### src/rtl/flk_pkg.sv
package flk_pkg;

  // Framing overhead added around the payload: one start bit, one stop bit.
  localparam int FRAME_OVERHEAD = 2;

  // Tracker states. SETTLE: position adopted, first start bit not yet seen.
  typedef enum logic [1:0] {
    TRK_HUNT   = 2'd0,
    TRK_SETTLE = 2'd1,
    TRK_LOCKED = 2'd2
  } trk_state_t;

endpackage

### src/rtl/flk_edge_hunter.sv
module flk_edge_hunter #(
  parameter int FRAME_W = 12,
  parameter int CONFIRM = 4,
  parameter int PH_W    = 4
) (
  input  logic            clk,
  input  logic            rst_n,
  input  logic            enable,
  input  logic            in_valid,
  input  logic            rise,
  input  logic [PH_W-1:0] ph,
  output logic            found,
  output logic [PH_W-1:0] found_pos
);
  localparam int CNT_W = $clog2(CONFIRM + 1);

  logic [FRAME_W-1:0] seen_q, seen_now, survive_q, keep, base;
  logic [CNT_W-1:0]   cnt_q, cnt_n;
  logic               frame_end, chain, single;

  always_comb begin
    seen_now = seen_q;
    if (rise) seen_now[ph] = 1'b1;
    keep      = survive_q & seen_now;
    chain     = (cnt_q != '0) && (keep != '0);
    base      = chain ? keep : seen_now;
    cnt_n     = chain ? CNT_W'(cnt_q + 1'b1) : CNT_W'(seen_now != '0);
    single    = (base != '0) && ((base & (base - 1'b1)) == '0);
    frame_end = in_valid && (int'(ph) == FRAME_W - 1);
    found     = enable && frame_end && (int'(cnt_n) == CONFIRM) && single;
    found_pos = '0;
    for (int i = 0; i < FRAME_W; i++) begin
      if (base[i]) found_pos = PH_W'(i);
    end
  end

  always_ff @(posedge clk) begin
    if (!rst_n) begin
      seen_q    <= '0;
      survive_q <= '0;
      cnt_q     <= '0;
    end else if (!enable) begin
      seen_q    <= '0;
      survive_q <= '0;
      cnt_q     <= '0;
    end else if (in_valid) begin
      if (frame_end) begin
        seen_q <= '0;
        if (found) begin
          survive_q <= '0;
          cnt_q     <= '0;
        end else if (int'(cnt_n) >= CONFIRM) begin
          // Several positions survived the whole run: start over from this window.
          survive_q <= seen_now;
          cnt_q     <= CNT_W'(seen_now != '0);
        end else begin
          survive_q <= base;
          cnt_q     <= cnt_n;
        end
      end else begin
        seen_q <= seen_now;
      end
    end
  end

  // search history is discarded while the tracker holds lock.
  a_r8_idle_while_locked: assert property (@(posedge clk) disable iff (!rst_n)
    !enable |=> (cnt_q == '0));

endmodule

### src/rtl/flk_frame_tracker.sv
module flk_frame_tracker
  import flk_pkg::*;
#(
  parameter int DATA_W     = 10,
  parameter int FRAME_W    = 12,
  parameter int PH_W       = 4,
  parameter int MISS_LIMIT = 2
) (
  input  logic              clk,
  input  logic              rst_n,
  input  logic              in_valid,
  input  logic              in_bit,
  input  logic              rise,
  input  logic [PH_W-1:0]   ph,
  input  logic              found,
  input  logic [PH_W-1:0]   found_pos,
  output logic              locked,
  output logic              word_valid,
  output logic [DATA_W-1:0] word_data
);
  localparam int MW = $clog2(MISS_LIMIT + 1);

  trk_state_t        st;
  logic [PH_W-1:0]   anchor;
  logic [MW-1:0]     misses;
  logic [DATA_W-1:0] shreg;
  logic [PH_W-1:0]   rel;

  always_comb begin
    rel = PH_W'((int'(ph) - int'(anchor) + FRAME_W) % FRAME_W);
  end

  assign locked = (st != TRK_HUNT);

  always_ff @(posedge clk) begin
    if (!rst_n) begin
      st         <= TRK_HUNT;
      anchor     <= '0;
      misses     <= '0;
      shreg      <= '0;
      word_valid <= 1'b0;
      word_data  <= '0;
    end else begin
      word_valid <= 1'b0;
      if (st == TRK_HUNT) begin
        if (found) begin
          st     <= TRK_SETTLE;
          anchor <= found_pos;
          misses <= '0;
        end
      end else if (in_valid) begin
        if (rel == '0) begin
          if (rise) begin
            misses <= '0;
            st     <= TRK_LOCKED;
          end else if (int'(misses) == MISS_LIMIT - 1) begin
            misses <= '0;
            st     <= TRK_HUNT;
          end else begin
            misses <= MW'(misses + 1'b1);
            st     <= TRK_LOCKED;
          end
        end else if (int'(rel) <= DATA_W) begin
          shreg <= {in_bit, shreg[DATA_W-1:1]};
          if (int'(rel) == DATA_W && st == TRK_LOCKED) begin
            word_valid <= 1'b1;
            word_data  <= {in_bit, shreg[DATA_W-1:1]};
          end
        end
      end
    end
  end

  // lock is only released on an accepted bit.
  a_r7_drop_needs_bit: assert property (@(posedge clk) disable iff (!rst_n)
    $fell(locked) |-> $past(in_valid));

  // one strobe per frame, never back to back.
  a_r5_single_strobe: assert property (@(posedge clk) disable iff (!rst_n)
    word_valid |=> !word_valid);

endmodule

### src/rtl/frame_lock_detect.sv
module frame_lock_detect
  import flk_pkg::*;
#(
  parameter int DATA_W         = 10,
  parameter int CONFIRM_FRAMES = 4,
  parameter int MISS_LIMIT     = 2
) (
  input  logic              clk,
  input  logic              rst_n,
  input  logic              in_valid,
  input  logic              in_bit,
  output logic              lock_n,
  output logic              word_valid,
  output logic [DATA_W-1:0] word_data
);
  localparam int FRAME_W = DATA_W + FRAME_OVERHEAD;
  localparam int PH_W    = $clog2(FRAME_W);

  logic            prev_q;
  logic [PH_W-1:0] ph_q;
  logic            rise, found, locked;
  logic [PH_W-1:0] found_pos;

  // A rising step between two accepted bits.
  assign rise = in_valid & ~prev_q & in_bit;

  always_ff @(posedge clk) begin
    if (!rst_n) begin
      prev_q <= 1'b1;
      ph_q   <= '0;
    end else if (in_valid) begin
      prev_q <= in_bit;
      ph_q   <= (int'(ph_q) == FRAME_W - 1) ? '0 : PH_W'(ph_q + 1'b1);
    end
  end

  flk_edge_hunter #(
    .FRAME_W (FRAME_W),
    .CONFIRM (CONFIRM_FRAMES),
    .PH_W    (PH_W)
  ) u_hunt (
    .clk       (clk),
    .rst_n     (rst_n),
    .enable    (~locked),
    .in_valid  (in_valid),
    .rise      (rise),
    .ph        (ph_q),
    .found     (found),
    .found_pos (found_pos)
  );

  flk_frame_tracker #(
    .DATA_W     (DATA_W),
    .FRAME_W    (FRAME_W),
    .PH_W       (PH_W),
    .MISS_LIMIT (MISS_LIMIT)
  ) u_track (
    .clk        (clk),
    .rst_n      (rst_n),
    .in_valid   (in_valid),
    .in_bit     (in_bit),
    .rise       (rise),
    .ph         (ph_q),
    .found      (found),
    .found_pos  (found_pos),
    .locked     (locked),
    .word_valid (word_valid),
    .word_data  (word_data)
  );

  assign lock_n = ~locked;

  // words only while locked.
  a_r5_word_needs_lock: assert property (@(posedge clk) disable iff (!rst_n)
    word_valid |-> !lock_n);

  // an unqualified cycle moves neither position nor lock.
  a_r9_idle_holds: assert property (@(posedge clk) disable iff (!rst_n)
    !in_valid |=> ($stable(ph_q) && $stable(lock_n)));

endmodule

### config.mk
export PLATFORM = sky130hd
export DESIGN_NAME = frame_lock_detect
export DESIGN_NICKNAME = d
export VERILOG_FILES = /design/src/rtl/flk_pkg.sv /design/src/rtl/flk_edge_hunter.sv /design/src/rtl/flk_frame_tracker.sv /design/src/rtl/frame_lock_detect.sv
export SDC_FILE = /design/constraint.sdc
export NUM_CORES = 1
export LEC_CHECK = 0
export BUFFER_PORTS_ARGS = -buffer_cell sky130_fd_sc_hd__buf_2
export CORE_ASPECT_RATIO = 0.8
export CORE_MARGIN = 2
export CORE_UTILIZATION = 60
export CTS_BUF_LIST = sky130_fd_sc_hd__clkbuf_8
export DETAILED_ROUTE_END_ITERATION = 6
export PLACE_DENSITY = 0.79
export RECOVER_POWER = 25
export SLEW_MARGIN = 5
export SYNTH_ARGS = -nofsm -noshare
export SYNTH_HDL_FRONTEND = slang
export SYNTH_HIERARCHICAL = 1
export SYNTH_SLANG_ARGS = --single-unit
### constraint.sdc
create_clock -name clk -period 4.9 [get_ports clk]
set_input_delay 0.98 -clock clk [delete_from_list [all_inputs] [get_ports clk]]
set_output_delay 0.98 -clock clk [all_outputs]
set_load 0.01 [all_outputs]
==> results.json <==
{
  "postRouteAntennaNets": 0,
  "cts_resized": 0,
  "rsz0062_at_grt": "no",
  "cp.buffers_inverters": 1,
  "drtIter0Drc": 418,
  "synth_edf_count": 0,
  "n_antenna_cell": 0,
  "grt_pass1_wl_um": 16200,
  "grt_start_max_net_pins": 33,
  "cts-root-buf": "clkbuf_8",
  "synth_top_area_share_pct": 32.4,
  "placed_area_sq_mm": 0.00379,
  "antenna_found_initial": 0,
  "skew_ns": 0.0112,
  "ys.flop_type": "dfxtp_1",
  "path_class": "in -> reg",
  "cts_buffer_depth": 2,
  "dieArea_sq_mm": 0.00683,
  "cts_tree": "built",
  "leakage_nw": 1.48,
  "cp_cell_sequence": "buf_2 -> and3b_1 -> nor3b_4 -> a211oi_1 -> o211ai_1 -> or4_1 -> o21bai_1 -> o31ai_1 -> o2111a_1 -> and2_1 -> a31oi_1 -> o211a_1",
  "synth_area_leaders": "dfxtp_1 32%, mux2i_1 7.3%, nor2_1 6.1%, nand2_1 4.2%, a21oi_1 3.8%",
  "synthArstFlopShare_pct": 0,
  "setup_violations": 0,
  "stdcell_count": 542,
  "post-place-ws_ns": 0.631,
  "max_freq_mhz": 246,
  "pin_count": 16,
  "yosys_warnings": 6,
  "hold_viol_final": 0,
  "setup_tns_ns": 0,
  "crit_required_ns": 5.14,
  "grt_util_all_layers_pct": 30.8,
  "htreeDepth": 3,
  "dp_cells": 526,
  "synth_top_area_cell": "dfxtp_1",
  "finalPower_w": 0.00103,
  "synth_cells": 444,
  "start_util_pct": 62.4,
  "drc": 0,
  "gp_congestion": 1.03,
  "start_kind": "input port",
  "fp.dieH_um": 74.3,
  "finalWorstSetupSlack_ns": 0.835,
  "relSlewSlack_pct": 18.9,
  "ys_seq_elements": 60,
  "timing.critical_path.slowest_cell_delay_ns": 0.60,
  "synthTopCellsByCount": "60 x dfxtp_1, 60 x nor2_1, 41 x nand2_1",
  "power_density_mw_per_mm2": 260,
  "holdBufCountCts": 0,
  "areaGrowthSynthToFinish_pct": 7.16,
  "via_per_inst": 6.52,
  "hp-class": "reg -> reg",
  "outcome": "complete, no violations",
  "fin_nets": 469,
  "vdd_drop_max_v": 0.000191,
  "die_w_um": 91.9,
  "design_area_sq_mm": 0.00397,
  "cpLargestDelayFamily": "compound AO/OA/AOI/OAI gates",
  "overflow": 0,
  "dp_hpwl_um": 7060,
  "grt_pass1_vias": 3164,
  "row_count": 25,
  "port_buffers": 15,
  "fin_crit_sh_pct": 83.0,
  "end_kind": "flop",
  "yosysUniqueCellTypes": 77,
  "core_sq_mm": 0.00594,
  "synth_fp_nets": 457,
  "cp_slowest_cell": "or4_1",
  "worst_pin_slew_ns": 1.22,
  "cts.sinks": 60,
  "dr.pass1.iters": 7,
  "avgSynthCellArea_sq_um": 8.35,
  "seq_area_frac_synth_pct": 32.4,
  "synth_area_sq_mm": 0.00371,
  "wirelength_um": 10000,
  "wl_per_cell_um": 18.5,
  "cap_violations": 0,
  "final.fill_count": 509,
  "cp_max_fo": 11,
  "clk_pin_slew_worst_paths_ns": 0.08,
  "slew_viol_final": 0,
  "cp.arrival_ns": 4.30,
  "clk_latency_ns": 0.35,
  "cts_buffers": 9,
  "post_cts_buffers": 0,
  "num_vias": 3536,
  "period_minus_slack_ns": 4.07,
  "drive_gt1_share_pct": 10.4
}
## worst min-delay path, delay by kind of cell (launching register included)
| family | cells | cell delay, ns |
|---|---|---|
| DFF | 1 | 0.31 |
| and+or+nand+nor | 1 | 0.05 |
| muxes | 1 | 0.05 |
## path summary, 6_finish.rpt
| path | startpoint | endpoint | slack, ns | cells after the start |
|---|---|---|---|---|
| worst max-delay path | in_bit | u_track/misses[1]$_SDFFE_PN0P_ | 0.83 | 12 |
| worst min-delay path | u_track/word_data[6]$_SDFFE_PN0P_ | u_track/word_data[6]$_SDFFE_PN0P_ | 0.46 | 2 |
| worst max register to register | ph_q[1]$_SDFFE_PN0P_ | u_track/shreg[7]$_SDFFE_PN0P_ | 0.90 | 13 |
| worst min register to register | u_track/word_data[6]$_SDFFE_PN0P_ | u_track/word_data[6]$_SDFFE_PN0P_ | 0.46 | 2 |
## cell families (layout without fill, tap and decap cells)
| logic type | Yosys count | in the layout | synth area share [%] |
|---|---|---|---|
| AND/OR/NAND/NOR | 174 | 174 | 23.8 |
| flip-flops | 60 | 60 | 32.4 |
| multiplexers | 28 | 28 | 7.60 |
| adder cells (fa/ha/maj) | 9 | 9 | 3.24 |
| XOR/XNOR | 4 | 4 | 1.15 |
| AO/OA/AOI/OAI | 129 | 129 | 25.9 |
| buffers and inverters | 40 | 57 | 5.94 |
## power by group
| part | internal (W) | total (W) | switching (W) |
|---|---|---|---|
| combinational | 0.0000237 | 0.0000706 | 0.0000469 |
| clock | 0.000242 | 0.000463 | 0.000221 |
| sequential | 0.000489 | 0.000497 | 0.00000800 |
## flip-flops by register name (all words and copies together), names as in the netlist
register            count
u_hunt/seen_q          12
u_hunt/survive_q       12
u_track/word_data      10
u_track/shreg           9
ph_q                    4
u_track/anchor          4
u_hunt/cnt_q            3
u_track/misses          2
u_track/st              2
prev_q                  1
u_track/word_valid      1
## area by class of cell
type / instances / area, sq um / area share, %
Inverter: 19 / 71.3 / 1.80
Sequential cell: 60 / 1200 / 30.2
Clock inverter: 7 / 81.3 / 2.05
Clock buffer: 9 / 124 / 3.12
Timing Repair Buffer: 22 / 108 / 2.71
Tap cell: 81 / 101 / 2.55
Multi-Input combinational cell: 344 / 2280 / 57.5
## routing by layer
| metal | GRT usage, % | wire, um | part of all wire [%] | vias up |
|---|---|---|---|---|
| met5 | 0 | 0 | 0 | - |
| met4 | 10.4 | 111 | 1.1 | 0 |
| met3 | 9.22 | 992 | 9.9 | 14 |
| met2 | 45.1 | 4180 | 42 | 174 |
| met1 | 43.7 | 4730 | 47 | 1686 |
| li1 | - | - | - | 1662 |
## cell usage in the layout, fill, tap and decap left out, types with 3 or more instances in the layout
cell type	n
o221ai_1	4
nand2b_1	4
nor2b_1	5
o211ai_1	3
clkbuf_1	14
a311oi_1	3
buf_4	6
nand3_1	10
and3_1	5
a211oi_1	5
a31o_2	4
nand3b_1	3
inv_6	4
mux2i_1	27
a21o_1	6
nand4_1	3
a2111oi_0	5
a31oi_1	11
nor4_1	4
ha_1	8
a2111oi_2	4
nor2_1	60
and2_1	7
o21ai_0	12
nand2_1	41
a21boi_0	4
nor3_1	10
clkbuf_8	9
or3_1	3
dfxtp_1	60
inv_1	18
a21oi_1	28
a22oi_1	6
o21bai_1	3
o21a_1	5
a2111oi_1	3
and4b_1	3
## through the flow
step / hold slack, ns / utilization, %
2_1_floorplan: 0.421 / -
3_3_place_gp: 0.439 / 63.7
3_5_place_dp: 0.443 / 63.7
4_1_cts: 0.457 / 67.2
5_1_grt: 0.473 / 66.8
6_report: 0.459 / 66.8
Power figures use the tool's default switching activity.
